### src/rtl/brdy_pkg.sv
// Package: shared types for the buffer-ready status unit.
// Assumes nothing beyond IEEE 1800-2017 enums.
package brdy_pkg;
    typedef enum logic [1:0] {
        MODE_PACKET  = 2'd0,
        MODE_XFEREND = 2'd1,
        MODE_MIRROR  = 2'd2
    } brdy_mode_e;
endpackage

### src/rtl/brdy_mode_sel.sv
// Module: brdy_mode_sel
// Resolves the effective status mode of each pipe from the global mirror
// bit and the per-pipe transfer-end bits. Mirror mode overrides every pipe.
// Assumes configuration is quasi-static during a transfer.
module brdy_mode_sel
    import brdy_pkg::*;
#(
    parameter int NPIPE = 10
) (
    input  logic             mirror_mode,
    input  logic [NPIPE-1:0] end_mode,
    output brdy_mode_e       mode_o [NPIPE]
);
    for (genvar i = 0; i < NPIPE; i++) begin : g_mode
        // Priority: mirror, then transfer-end, then per-packet.
        always_comb begin
            if (mirror_mode)      mode_o[i] = MODE_MIRROR;
            else if (end_mode[i]) mode_o[i] = MODE_XFEREND;
            else                  mode_o[i] = MODE_PACKET;
        end
    end
endmodule

### src/rtl/brdy_pipe_cell.sv
// Module: brdy_pipe_cell
// One pipe's status bit with the set and clear rules of all three modes,
// plus the pipe's end-of-transfer and zero-length tracking flags.
// Assumes input events are single-cycle pulses from the FIFO logic.
module brdy_pipe_cell
    import brdy_pkg::*;
#(
    parameter int PIPE_IDX = 0
) (
    input  logic       clk,
    input  logic       rst_n,
    input  brdy_mode_e mode,
    input  logic       dir_tx,
    input  logic       ev_ready,
    input  logic       buf_writable,
    input  logic       buf_readable,
    input  logic       rx_last,
    input  logic       buf_drained,
    input  logic       rx_zlp_empty,
    input  logic       zlp_ack,
    input  logic       buf_clr,
    input  logic       wr_zero,
    output logic       status
);
    localparam bit IS_CTRL = (PIPE_IDX == 0);

    logic armed_q, armed_d;
    logic zwait_q, zwait_d;
    logic zhold_q, zhold_d;
    logic status_q, status_d;
    logic end_rx, parked, done_set;

    // Transfer-end tracking for receive pipes.
    always_comb begin
        end_rx   = (mode == MODE_XFEREND) && !dir_tx;
        parked   = zhold_q && !zwait_q;
        done_set = end_rx && !parked &&
                   ((armed_q && buf_drained) || (zwait_q && zlp_ack));
    end

    // Next state of the tracking flags.
    always_comb begin
        zhold_d = buf_clr ? 1'b0 : (rx_zlp_empty || zhold_q);
        if (buf_clr)           zwait_d = 1'b0;
        else if (rx_zlp_empty) zwait_d = 1'b1;
        else if (zlp_ack)      zwait_d = 1'b0;
        else                   zwait_d = zwait_q;
        if (buf_clr)                armed_d = 1'b0;
        else if (rx_last && end_rx) armed_d = 1'b1;
        else if (done_set)          armed_d = 1'b0;
        else                        armed_d = armed_q;
    end

    // Next status bit per mode; set beats software clear, buffer clear beats both.
    always_comb begin
        unique case (mode)
            MODE_MIRROR: begin
                if (dir_tx) status_d = buf_writable && !IS_CTRL;
                else        status_d = buf_readable || zhold_d;
            end
            MODE_XFEREND: begin
                if (buf_clr)       status_d = 1'b0;
                else if (done_set) status_d = 1'b1;
                else if (wr_zero)  status_d = 1'b0;
                else               status_d = status_q;
            end
            default: begin
                if (buf_clr)       status_d = 1'b0;
                else if (ev_ready) status_d = 1'b1;
                else if (wr_zero)  status_d = 1'b0;
                else               status_d = status_q;
            end
        endcase
    end

    // State registers with synchronous reset.
    always_ff @(posedge clk) begin
        if (!rst_n) begin
            armed_q  <= 1'b0;
            zwait_q  <= 1'b0;
            zhold_q  <= 1'b0;
            status_q <= 1'b0;
        end else begin
            armed_q  <= armed_d;
            zwait_q  <= zwait_d;
            zhold_q  <= zhold_d;
            status_q <= status_d;
        end
    end

    assign status = status_q;

    // a written 1 with no other event keeps a set bit.
    p_wr_one_keeps_r3: assert property (@(posedge clk) disable iff (!rst_n)
        (mode == MODE_PACKET && status_q && !wr_zero && !buf_clr) |=> status_q);

    // transmit pipes in transfer-end mode stay clear.
    p_tx_end_silent_r6: assert property (@(posedge clk) disable iff (!rst_n)
        (mode == MODE_XFEREND && dir_tx && !status_q) |=> !status_q);

    // mirror of a writable transmit buffer.
    p_mirror_tx_r8: assert property (@(posedge clk) disable iff (!rst_n)
        (mode == MODE_MIRROR && dir_tx && buf_writable && !IS_CTRL) |=> status_q);

    // zero-length hold persists until buffer clear.
    p_zlp_hold_r11: assert property (@(posedge clk) disable iff (!rst_n)
        (mode == MODE_MIRROR && !dir_tx && rx_zlp_empty && !buf_clr) |=> status_q);

    // buffer clear wins outside mirror mode.
    p_clr_wins_r12: assert property (@(posedge clk) disable iff (!rst_n)
        (mode != MODE_MIRROR && buf_clr) |=> !status_q);

    // set event beats a simultaneous write of 0.
    p_set_wins_r4: assert property (@(posedge clk) disable iff (!rst_n)
        (mode == MODE_PACKET && ev_ready && wr_zero && !buf_clr) |=> status_q);

    if (IS_CTRL) begin : g_ctrl_chk
        // control pipe transmit bit masked in mirror mode.
        p_ctrl_masked_r10: assert property (@(posedge clk) disable iff (!rst_n)
            (mode == MODE_MIRROR && dir_tx) |=> !status_q);
    end
endmodule

### src/rtl/brdy_irq_merge.sv
// Module: brdy_irq_merge
// Combines enabled status bits into one interrupt request.
// Assumes a level-sensitive consumer.
module brdy_irq_merge #(
    parameter int NPIPE = 10
) (
    input  logic [NPIPE-1:0] status,
    input  logic [NPIPE-1:0] irq_en,
    output logic             irq
);
    // OR-reduce of enabled bits.
    always_comb irq = |(status & irq_en);
endmodule

### src/rtl/brdy_status_ctrl.sv
// Module: brdy_status_ctrl
// Top of the buffer-ready status unit: decodes software writes, resolves
// per-pipe modes, holds one status cell per pipe and merges the interrupt.
// Assumes all inputs are synchronous to clk.
module brdy_status_ctrl
    import brdy_pkg::*;
#(
    parameter int NPIPE = 10
) (
    input  logic             clk,
    input  logic             rst_n,
    input  logic             mirror_mode,
    input  logic [NPIPE-1:0] end_mode,
    input  logic [NPIPE-1:0] dir_tx,
    input  logic [NPIPE-1:0] irq_en,
    input  logic [NPIPE-1:0] ev_ready,
    input  logic [NPIPE-1:0] buf_writable,
    input  logic [NPIPE-1:0] buf_readable,
    input  logic [NPIPE-1:0] rx_last,
    input  logic [NPIPE-1:0] buf_drained,
    input  logic [NPIPE-1:0] rx_zlp_empty,
    input  logic [NPIPE-1:0] zlp_ack,
    input  logic [NPIPE-1:0] buf_clr,
    input  logic             wr_en,
    input  logic [NPIPE-1:0] wr_data,
    output logic [NPIPE-1:0] status,
    output logic             irq
);
    brdy_mode_e       pipe_mode [NPIPE];
    logic [NPIPE-1:0] wr_zero;

    // Write decode: a 0 in the data clears that pipe.
    always_comb wr_zero = wr_en ? ~wr_data : '0;

    brdy_mode_sel #(.NPIPE(NPIPE)) u_mode (
        .mirror_mode (mirror_mode),
        .end_mode    (end_mode),
        .mode_o      (pipe_mode)
    );

    for (genvar i = 0; i < NPIPE; i++) begin : g_pipe
        brdy_pipe_cell #(.PIPE_IDX(i)) u_cell (
            .clk          (clk),
            .rst_n        (rst_n),
            .mode         (pipe_mode[i]),
            .dir_tx       (dir_tx[i]),
            .ev_ready     (ev_ready[i]),
            .buf_writable (buf_writable[i]),
            .buf_readable (buf_readable[i]),
            .rx_last      (rx_last[i]),
            .buf_drained  (buf_drained[i]),
            .rx_zlp_empty (rx_zlp_empty[i]),
            .zlp_ack      (zlp_ack[i]),
            .buf_clr      (buf_clr[i]),
            .wr_zero      (wr_zero[i]),
            .status       (status[i])
        );
    end

    brdy_irq_merge #(.NPIPE(NPIPE)) u_irq (
        .status (status),
        .irq_en (irq_en),
        .irq    (irq)
    );

    // a quiet request line means no enabled bit is set.
    p_irq_quiet_r13: assert property (@(posedge clk) disable iff (!rst_n)
        !irq |-> ((status & irq_en) == '0));

    // in mirror mode a write of zeros with steady levels changes nothing.
    p_mirror_wr_ignored_r9: assert property (@(posedge clk) disable iff (!rst_n)
        (mirror_mode && $past(mirror_mode) && wr_en && $stable(buf_writable) &&
         $stable(buf_readable) && $stable(dir_tx) && rx_zlp_empty == '0 &&
         buf_clr == '0) |=> $stable(status));
endmodule

### config.mk
export PLATFORM = sky130hd
export DESIGN_NAME = brdy_status_ctrl
export DESIGN_NICKNAME = d
export VERILOG_FILES = /design/src/rtl/brdy_pkg.sv /design/src/rtl/brdy_mode_sel.sv /design/src/rtl/brdy_pipe_cell.sv /design/src/rtl/brdy_irq_merge.sv /design/src/rtl/brdy_status_ctrl.sv
export SDC_FILE = /design/constraint.sdc
export NUM_CORES = 1
export LEC_CHECK = 0
export BUFFER_PORTS_ARGS = -buffer_cell sky130_fd_sc_hd__buf_4
export CORE_MARGIN = 2
export CORE_UTILIZATION = 43
export CTS_CLUSTER_SIZE = 12
export DETAILED_ROUTE_END_ITERATION = 7
export GPL_ROUTABILITY_DRIVEN = 0
export PLACE_DENSITY = 0.81
export SLEW_MARGIN = 20
export SYNTH_ARGS = -nofsm -noshare
export SYNTH_HDL_FRONTEND = slang
export SYNTH_SLANG_ARGS = --single-unit
### constraint.sdc
create_clock -name clk -period 1.5 [get_ports clk]
set_input_delay 0.375 -clock clk [delete_from_list [all_inputs] [get_ports clk]]
set_output_delay 0.375 -clock clk [all_outputs]
set_load 0.03 [all_outputs]
After elaboration in Yosys (flattened, before gate mapping)
Cells that the tools add are included.
{"block": "classes", "n_bitwise": 3, "n_eq_ne": 20, "n_mux": 141, "reduce_logical": 161}
{"operator": "1-bit 2-to-1 mux", "count": 120}
{"operator": "1-bit logical AND", "count": 70}
{"operator": "2-bit nonzero test", "count": 20}
{"operator": "1-bit logical NOT", "count": 30}
{"operator": "1-bit logical OR", "count": 30}
{"operator": "2-bit by 1-bit equality test with 1-bit output, second input constant", "count": 10}
{"operator": "2-bit equality test, second input constant", "count": 10}
{"operator": "2-bit 2-to-1 mux", "count": 10}
{"operator": "1-bit case mux with 2 select lines", "count": 10}
{"operator": "2-bit OR reduction", "count": 10}
{"operator": "10-bit bitwise AND", "count": 1}
{"operator": "10-bit 2-to-1 mux", "count": 1}
{"operator": "10-bit inverter", "count": 1}
{"operator": "10-bit OR reduction", "count": 1}
{"operator": "1-bit inverter", "count": 1}
{"block": "word_totals", "word_cells": 365, "reg_bits": 40, "inputBits": 124}

Logic depth before layout (Yosys ltp)
Gate-level depths: netlist of run 1.
{"block": "depth", "ltp_word": 9, "mapped_depth": 5}

Hierarchy
A second synthesis of run 1 with hierarchy kept.
{"block": "unflattened", "hier_cells": 325, "hier_area_um2": 2587.5}
{"module": "brdy_pipe_cell at g_pipe[1].u_cell ...", "n_inst": 9, "cells_each": 29, "seq_area_each_um2": 80.1, "area_per_inst_um2": 234.0}
{"module": "brdy_pipe_cell at g_pipe[0].u_cell", "n_inst": 1, "cells_each": 28, "seq_area_each_um2": 80.1, "area_per_inst_um2": 229.0}
{"module": "brdy_mode_sel", "n_inst": 1, "cells_each": 20, "seq_area_each_um2": 0.0, "area_per_inst_um2": 137.6}
{"module": "brdy_status_ctrl", "n_inst": 1, "cells_each": 10, "seq_area_each_um2": 0.0, "area_per_inst_um2": 62.6}
{"module": "brdy_irq_merge", "n_inst": 1, "cells_each": 6, "seq_area_each_um2": 0.0, "area_per_inst_um2": 52.6}

Worst setup path before layout of run 1
No wires, ideal clock.
{"block": "synth_timing", "path_type": "input to output", "from": "input irq_en[8]", "to": "output irq", "stages": 3, "n_path_buf": 0, "arrival_ns": 1.123, "slack_ns": 0.002, "cell_sequence": "a22o_1 > a221oi_1 > nand4_1"}
{"block": "synth_via", "elab_chain_len": 2}
{"element": "start, declared", "line": "brdy_status_ctrl.sv:15", "text": "input logic [NPIPE-1:0] irq_en,"}
{"element": "10-bit bitwise AND", "line": "brdy_irq_merge.sv:12", "text": "always_comb irq = |(status & irq_en);"}
{"element": "10-bit OR reduction", "line": "brdy_irq_merge.sv:12"}
{"element": "end, declared", "line": "brdy_status_ctrl.sv:27", "text": "output logic irq"}
No other way between the ends.

Worst setup path in the final report of run 1
{"block": "layout_timing", "from": "register g_pipe[8].u_cell.status_q", "to": "output irq"}
{"block": "layout_via", "elab_chain_len": 2}
{"element": "start, declared", "line": "brdy_pipe_cell.sv:30", "text": "logic status_q, status_d;"}
{"element": "start signal, assigned", "line": "brdy_pipe_cell.sv:87", "text": "status_q <= status_d;"}
{"element": "10-bit bitwise AND", "line": "brdy_irq_merge.sv:12"}
{"element": "10-bit OR reduction", "line": "brdy_irq_merge.sv:12"}
No other way between the ends.

==> summary.txt, run 1 <==
Run status
  – Status: complete, but fails checks
  – Failing checks: setup timing

Synth
  – Syn nets: 389
  – Post-synth design cell area: 0.00215 sq mm
  – Post-synthesis sequential area ratio: 37.3%
  – Yosys Warn Count: 0
  – Ys async rst share: 0%
  – Mapped Avg Cell Area: between 8 and 9 sq um
  – Cell count after synthesis: 265
  – Most used DFF post-synth: dfxtp_1
  – Yosys cell types: 35
  – Yosys reg bits: 40
  – Number of synthesized flops with an enable pin: 0

Place
  – Setup WS pre-CTS: -130 ps
  – Inst Count DP: 458
  – Post-DP HPWL: 5.47 mm
  – Port bufs: 133

STA
  – Hold Slack: about 300 ps
  – Period utilization: 113%
  – # setup viols final: 1
  – Max frequency: 591 MHz
  – Setup ws final: -192 ps
  – Fin Setup TNS: -192 ps
  – Post-layout minimum cycle time: 1690 ps
  – Slew Viols, Final: 0
  – Worst slew margin: 78.0%
  – Hold Violations, Final: 0
  – Clk_skew: around 3.2 ps
  – Tightest Pin Transition: 326 ps
  – RSZ-0062 raised after global routing: true

Flow run
  – Max-cap violations: 0

Floorplanning
  – Row cnt: 25
  – Die width: 74.7 um
  – IO Count: 135
  – Die Y: 74.7 um
  – Die area: between 0.005 and 0.006 sq mm
  – Initial Util: 45.2%
  – Core area: 0.00475 sq mm

Route
  – WL per Instance: 14.1 um
  – Drt total wl: roughly 6.6 mm
  – Post-route DRC: 0
  – Vias/cell: 5.21
  – Via count: approximately 2.4k
  – Antenna viol nets, final: 0
  – Detailed Routing Iterations Pass 1: 4
  – Drt initial violations: 69

Clock network
  – Hold buffer count at cts: 0
  – Clock root buffer: clkbuf_8
  – CTS Buffer Depth: 2
  – Reg clk slew, reported paths: 70 ps
  – CTS tree: done
  – Clock buffer count from CTS: 5
  – Clock Sinks: 40
  – Clock latency on the worst-skew pair: 280 ps
  – H-Tree Depth: 2

Setup path
  – R2r setup slk: 390 ps
  – WP data arrival: between 1000 and 1500 ps
  – CP Launch Type: flip-flop
  – WP data required: 1120 ps
  – CP Capture Type: output pin
  – Crit-path max FO: 2
  – CP Class: flip-flop to output pin

Global route
  – Global route overflow: 0
  – Total global routing track utilization: 23.7%
  – First-pass GRT wire length: around 10 mm
  – Vias in the first global route: around 2.4k
  – Antenna violations before repair: 0
  – Pin count of the biggest net entering global routing: 12

Worst hold path
  – Hold/Removal Path Class: input pin to flip-flop

Final layout
  – Diodes inserted: 0
  – Layout cells sized above 1: 40.9%
  – Fillers: 425
  – Layout Cells excl Fill: 466
  – Synth-to-Final Area Change: 53.0%
  – Fin nets: about 520

Power and ir drop
  – Pwr dens: 733 mW/mm^2
  – Leakage: 1.52 nW
  – Worst vdd ir: 445 uV
==> critical path, stage by stage, from the launching register on <==
cell	delay (ps)
dfxtp_2	330
a22o_4	250
a221oi_2	170
nand4_1	120
buf_6	160
==> cell families after synthesis <==
logic type      Yosys count  share of synthesized area [%]
compound gates           80                           26.5
buf+inv                  34                           8.10
flops                    40                           37.3
simple gates            111                           28.1
==> layout make-up <==
cell class                 count  area, sq um  share of cell area (%)
timing repair buffer         140         1050                    32.1
clock buffer                   6         72.6                    2.21
tap                           67         83.8                    2.55
multi-input combinational    191         1190                    36.1
sequential                    40          802                    24.4
clock inverter                 1         5.00                   0.152
inverter                      21         80.1                    2.44
==> Yosys cell counts, types with 2 or more instances <==
master,instances,area share [%]
nor2_1,48,8.4
dfxtp_1,40,37
nand2b_1,25,7.3
inv_1,20,3.5
o21ai_0,18,4.2
a21oi_1,14,3.3
buf_4,10,3.5
nor3_1,10,2.3
a311o_1,9,4.2
a22oi_1,8,2.8
a22o_1,6,2.4
nand3_1,6,1.4
nor2b_1,5,1.5
nor3b_2,5,2.9
o21ai_2,5,2.0
a21o_1,4,1.4
a32oi_1,4,1.6
and3b_1,4,1.6
o2111ai_1,4,1.6
o21ai_1,4,0.93
clkbuf_1,2,0.35
==> metrics by stage <==
stage,power (W),util (%),area (sq um)
2_1_floorplan,0.00142,-,2150
4_1_cts,0.00243,68.9,3280
5_1_grt,0.00255,69.1,3290
6_report,0.00241,69.1,3290
3_3_place_gp,0.00176,66.9,3180
3_5_place_dp,0.00176,66.9,3180
==> power by group <==
| group | switching, W | internal (W) | total [W] |
|---|---|---|---|
| clock network | 0.000340 | 0.000316 | 0.000656 |
| logic | 0.000259 | 0.000349 | 0.000609 |
| registers | 0.0000343 | 0.00111 | 0.00114 |
==> per-layer routing <==
| metal | vias up | share of wire, % | global-route usage, % |
|---|---|---|---|
| li1 | 1204 | - | - |
| met1 | 1112 | 39 | 26.1 |
| met2 | 106 | 51 | 44.1 |
| met3 | 6 | 9.5 | 7.63 |
| met4 | 0 | 0.74 | 5.36 |
| met5 | - | 0 | 0 |
==> timing repair <==
| action | in CTS | in global routing |
|---|---|---|
| gates resized for setup | 3 | 1 |
| pin swaps | 2 | 1 |
| buffers inserted | 1 | 0 |
| endpoints found under the setup margin | 1 | 1 |
| cloned | 0 | 0 |
==> final timing paths <==
| path | to | from | cells after the start |
|---|---|---|---|
| max | irq | g_pipe[8].u_cell.status | 4 |
| min | g_pipe[9].u_cell.zwait_q | rx_zlp_empty[9] | 3 |
| max reg2reg | g_pipe[3].u_cell.status | g_pipe[3].u_cell.zhold_q | 4 |
| min reg2reg | g_pipe[2].u_cell.zhold_q | g_pipe[2].u_cell.zhold_q | 2 |
==> state kept, by name, summed over array words and instances (netlist names) <==
signal	cells
g_pipe.u_cell.armed_q	10
g_pipe.u_cell.zhold_q	10
g_pipe.u_cell.status	10
g_pipe.u_cell.zwait_q	10
==> cells in the final DEF (no fill, tap or decap), types with 6 or more instances in the layout <==
| master | n |
|---|---|
| dfxtp_1 | 39 |
| nor3_1 | 10 |
| a311o_1 | 9 |
| inv_1 | 20 |
| a21oi_1 | 14 |
| buf_4 | 139 |
| o21ai_0 | 18 |
| nand2b_1 | 25 |
| nand3_1 | 6 |
| a22oi_1 | 8 |
| nor2_1 | 48 |
(Power assumes the default switching activity.)
==> run 2, diff against run 1 <==
- ABC_AREA: unset -> 1
- CORE_UTILIZATION: 43 -> 39
- PLACE_DENSITY: 0.81 -> 0.73
==> run 2 against run 1 <==
Against the previous run:
- the run still ends with setup timing left
- critical endpoint unchanged
- critical path depth increased by 1
- sequential power about the same
- largest cell class unchanged
- via count increased by 9.6%
- non-clock buffer count decreased by 2
- core utilization decreased by 8.3 points
- global-route usage decreased by 2.5 points
- fmax increased by 7.8%
- register-to-register slack improved by 170 ps
==> summary.txt, run 2 <==
Setup path
  – CP Class: flip-flop to output pin (unchanged)
  – R2r setup slk: 560 ps (was 390 ps)
  – CP Capture Type: output pin (unchanged)
  – WP data arrival: 1190 ps (was 1320 ps)
  – Crit-path max FO: 3 (was 2)
  – Worst setup endpoint: irq (unchanged)
  – Worst R2R Path Depth: 4 (unchanged)
  – Worst reg2reg endpoint: g_pipe[6].u_cell.status (was g_pipe[3].u_cell.status)
  – CP startpoint: g_pipe[2].u_cell.status (was g_pipe[8].u_cell.status)
  – Worst r2r src: g_pipe[6].u_cell.zhold_q (was g_pipe[3].u_cell.zhold_q)
  – WP data required: 1120 ps (about the same)
  – CP Launch Type: flip-flop (unchanged)

Place
  – Post-DP HPWL: 5.44 mm (was 5.47 mm)
  – Port bufs: 133 (unchanged)
  – Placed standard-cell area: 0.00328 sq mm (was 0.00318 sq mm)
  – Inst Count DP: 577 (was 458)

Final layout
  – Commonest non-fill, non-tap cell in the layout: buf_4 (unchanged)
  – Diodes inserted: 0 (unchanged)
  – Synth-to-Final Area Change: 48.6% (was 53.0%)
  – Most frequent cells in the layout: 137 x buf_4, 130 x nand2_1, 70 x nor2_1 (was 139 x buf_4, 48 x nor2_1, 39 x dfxtp_1)
  – Final instance area: 0.00339 sq mm (was 0.00329 sq mm)
  – Layout cells sized above 1: 30.6% (was 40.9%)
  – Fin nets: 637 (was 523)
  – Layout Cells excl Fill: 585 (was 466)
  – Fillers: 559 (was 425)

Global route
  – Total global routing track utilization: 21.2% (was 23.7%)
  – Global route overflow: 0 (unchanged)
  – Pin count of the biggest net entering global routing: 20 (was 12)
  – Vias in the first global route: 2501 (was 2373)
  – Antenna violations before repair: 0 (unchanged)
  – First-pass GRT wire length: 10.7 mm (was 9.99 mm)

Route
  – Vias/cell: 4.55 (was 5.21)
  – Antenna viol nets, final: 0 (unchanged)
  – Drt total wl: 6.74 mm (was 6.58 mm)
  – Detailed Routing Iterations Pass 1: 4 (unchanged)
  – WL per Instance: 11.5 um (was 14.1 um)
  – Post-route DRC: 0 (unchanged)
  – Drt initial violations: 78 (was 69)
  – Via count: 2662 (was 2428)

Floorplanning
  – IO Count: 135 (unchanged)
  – Die Y: 80.5 um (was 74.7 um)
  – Die width: 80.5 um (was 74.7 um)
  – Core area: 0.00557 sq mm (was 0.00475 sq mm)
  – Row cnt: 27 (was 25)
  – Die area: 0.00648 sq mm (was 0.00557 sq mm)
  – Initial Util: 40.9% (was 45.2%)

Synth
  – Synth top area cells: dfxtp_1 35%, nand2_1 22%, nor2_1 12%, inv_1 8.7%, a21oi_1 6.4% (was dfxtp_1 37%, nor2_1 8.4%, nand2b_1 7.3%, a311o_1 4.2%, o21ai_0 4.2%)
  – Cell count after synthesis: 385 (was 265)
  – Mapped Avg Cell Area: 5.93 sq um (was 8.10 sq um)
  – Yosys cell types: 16 (was 35)
  – Yosys reg bits: 40 (unchanged)
  – Top cells by count, synth: 131 x nand2_1, 70 x nor2_1, 53 x inv_1 (was 48 x nor2_1, 40 x dfxtp_1, 25 x nand2b_1)
  – Yosys Warn Count: 0 (unchanged)
  – Count leader, synth: nand2_1 (was nor2_1)
  – Number of synthesized flops with an enable pin: 0 (unchanged)
  – Post-synthesis sequential area ratio: 35.1% (was 37.3%)
  – Most used DFF post-synth: dfxtp_1 (unchanged)
  – Post-synth design cell area: 0.00228 sq mm (was 0.00215 sq mm)
  – Ys async rst share: 0% (unchanged)
  – Syn nets: 509 (was 389)
  – Largest area contributor in the netlist: dfxtp_1 (unchanged)
  – Area share of the largest cell type after synthesis: 35.1% (was 37.3%)

Power and ir drop
  – Pwr dens: 742 mW/mm^2 (was 733 mW/mm^2)
  – Leakage: 1.78 nW (was 1.52 nW)
  – Comb pwr share: 24.8% (was 25.3%)
  – Seq pwr share: 45.3% (was 47.5%)
  – Total power: 0.00252 W (was 0.00241 W)
  – Int Pwr: 0.00185 W (was 0.00178 W)
  – Net switching power: 0.000662 W (was 0.000634 W)
  – Switch share: 26.3% (about the same)
  – Worst vdd ir: 346 uV (was 445 uV)
  – Clock share of power: 30.0% (was 27.2%)

STA
  – Period utilization: 105% (was 113%)
  – RSZ-0062 raised after global routing: true (unchanged)
  – Hold Violations, Final: 0 (unchanged)
  – Worst slew margin: 81.4% (was 78.0%)
  – # setup viols final: 1 (unchanged)
  – Slew Viols, Final: 0 (unchanged)
  – Tightest Pin Transition: 276 ps (was 326 ps)
  – Post-layout minimum cycle time: 1570 ps (was 1690 ps)
  – Setup ws final: -68.6 ps (was -192 ps)
  – Clk_skew: 2.72 ps (was 3.22 ps)
  – Max frequency: 637 MHz (was 591 MHz)

Clock network
  – Clock Sinks: 40 (unchanged)
  – Reg clk slew, reported paths: 70 ps (about the same)
  – CTS Buffer Depth: 2 (unchanged)
  – Hold buffer count at cts: 0 (unchanged)
  – Clock buffer count from CTS: 5 (unchanged)
  – CTS tree: done (unchanged)
  – Clock root buffer: clkbuf_8 (unchanged)
  – H-Tree Depth: 2 (unchanged)
  – Clock latency on the worst-skew pair: 280 ps (about the same)

Run status
  – Status: complete, but fails checks (unchanged)
  – Failing checks: setup timing (unchanged)

Worst hold path
  – Hold/Removal Path Class: input pin to flip-flop (unchanged)
  – Worst hold start: rx_zlp_empty[1] (was rx_zlp_empty[9])

Flow run
  – Max-cap violations: 0 (unchanged)
==> run 2: changes by cell type after synthesis, moves of 10 or more <==
| cell | change |
|---|---|
| nand2b_1 | -25 |
| nor3_1 | -10 |
| a21oi_1 | +15 |
| inv_1 | +33 |
| nand2_1 | +130 |
| nor2_1 | +22 |
==> run 2: stage by stage <==
| step | hold WS [ps] | TNS, ps | utilization, % | worst slack, ps |
|---|---|---|---|---|
| floorplan | 436 | 0 | - | 275 |
| global placement | 448 | 0 | 58.8 | 64.8 |
| detailed placement | 453 | 0 | 58.8 | 38.1 |
| CTS | 303 | -79.9 | 60.9 | -79.9 |
| global route | 311 | -130 | 60.9 | -130 |
| finish | 308 | -68.6 | 60.9 | -68.6 |
==> run 2: worst min-delay path by stage <==
| stage | end | slack (ps) | cells past startpoint |
|---|---|---|---|
| final | g_pipe[1].u_cell.zwait_q | 310 | 3 |
| after global routing | g_pipe[7].u_cell.zwait_q | 310 | 3 |
| after CTS | g_pipe[1].u_cell.zwait_q | 300 | 3 |
| after detailed placement | g_pipe[9].u_cell.armed_q | 450 | 2 |
| after global placement | g_pipe[2].u_cell.armed_q | 450 | 2 |
| after floorplan | g_pipe[0].u_cell.armed_q | 440 | 2 |
==> run 2: cells by family after synthesis <==
logic type	Yosys count	share of synthesized area, %
compound gates	51	12.3
flops	40	35.1
simple gates	223	38.4
buf+inv	71	14.2
==> run 2: critical path, cell delays in order, from the launching register on <==
cell	delay (ps)
dfxtp_2	340
nand2_1	60
nand4_1	130
nor2_1	130
nand3_1	100
buf_6	160
==> run 2: power by group through the flow <==
| stage | sequential, W | combinational, W | clock [W] |
|---|---|---|---|
| 2_1_floorplan | 0.00115 | 0.000292 | 0 |
| 3_3_place_gp | 0.00116 | 0.000610 | 0 |
| 3_5_place_dp | 0.00116 | 0.000616 | 0 |
| 4_1_cts | 0.00114 | 0.000628 | 0.000774 |
| 5_1_grt | 0.00114 | 0.000694 | 0.000823 |
| 6_report | 0.00114 | 0.000623 | 0.000754 |
==> run 2: layout make-up <==
type                       count  area, sq um  area share, %
multi-input combinational    274         1160           34.2
tap                           72         90.1           2.66
timing repair buffer         138         1040           30.7
clock buffer                   7         96.3           2.84
inverter                      54          203           5.98
sequential                    40          803           23.7
==> run 2: what timing repair did <==
action | in CTS | in global routing
cloned | 0 | 0
pin swaps | 3 | 3
resized for setup | 4 | 0
setup endpoints to repair | 1 | 1
buffers inserted | 1 | 0
==> run 2: metal layers <==
layer  up-vias  part of all wire, %  GRT usage [%]
met5         -                    0              0
met3         4                   10           5.73
met2       104                   47           37.7
met4         0                 0.65           5.76
met1      1135                   42           24.9
li1       1419                    -              -
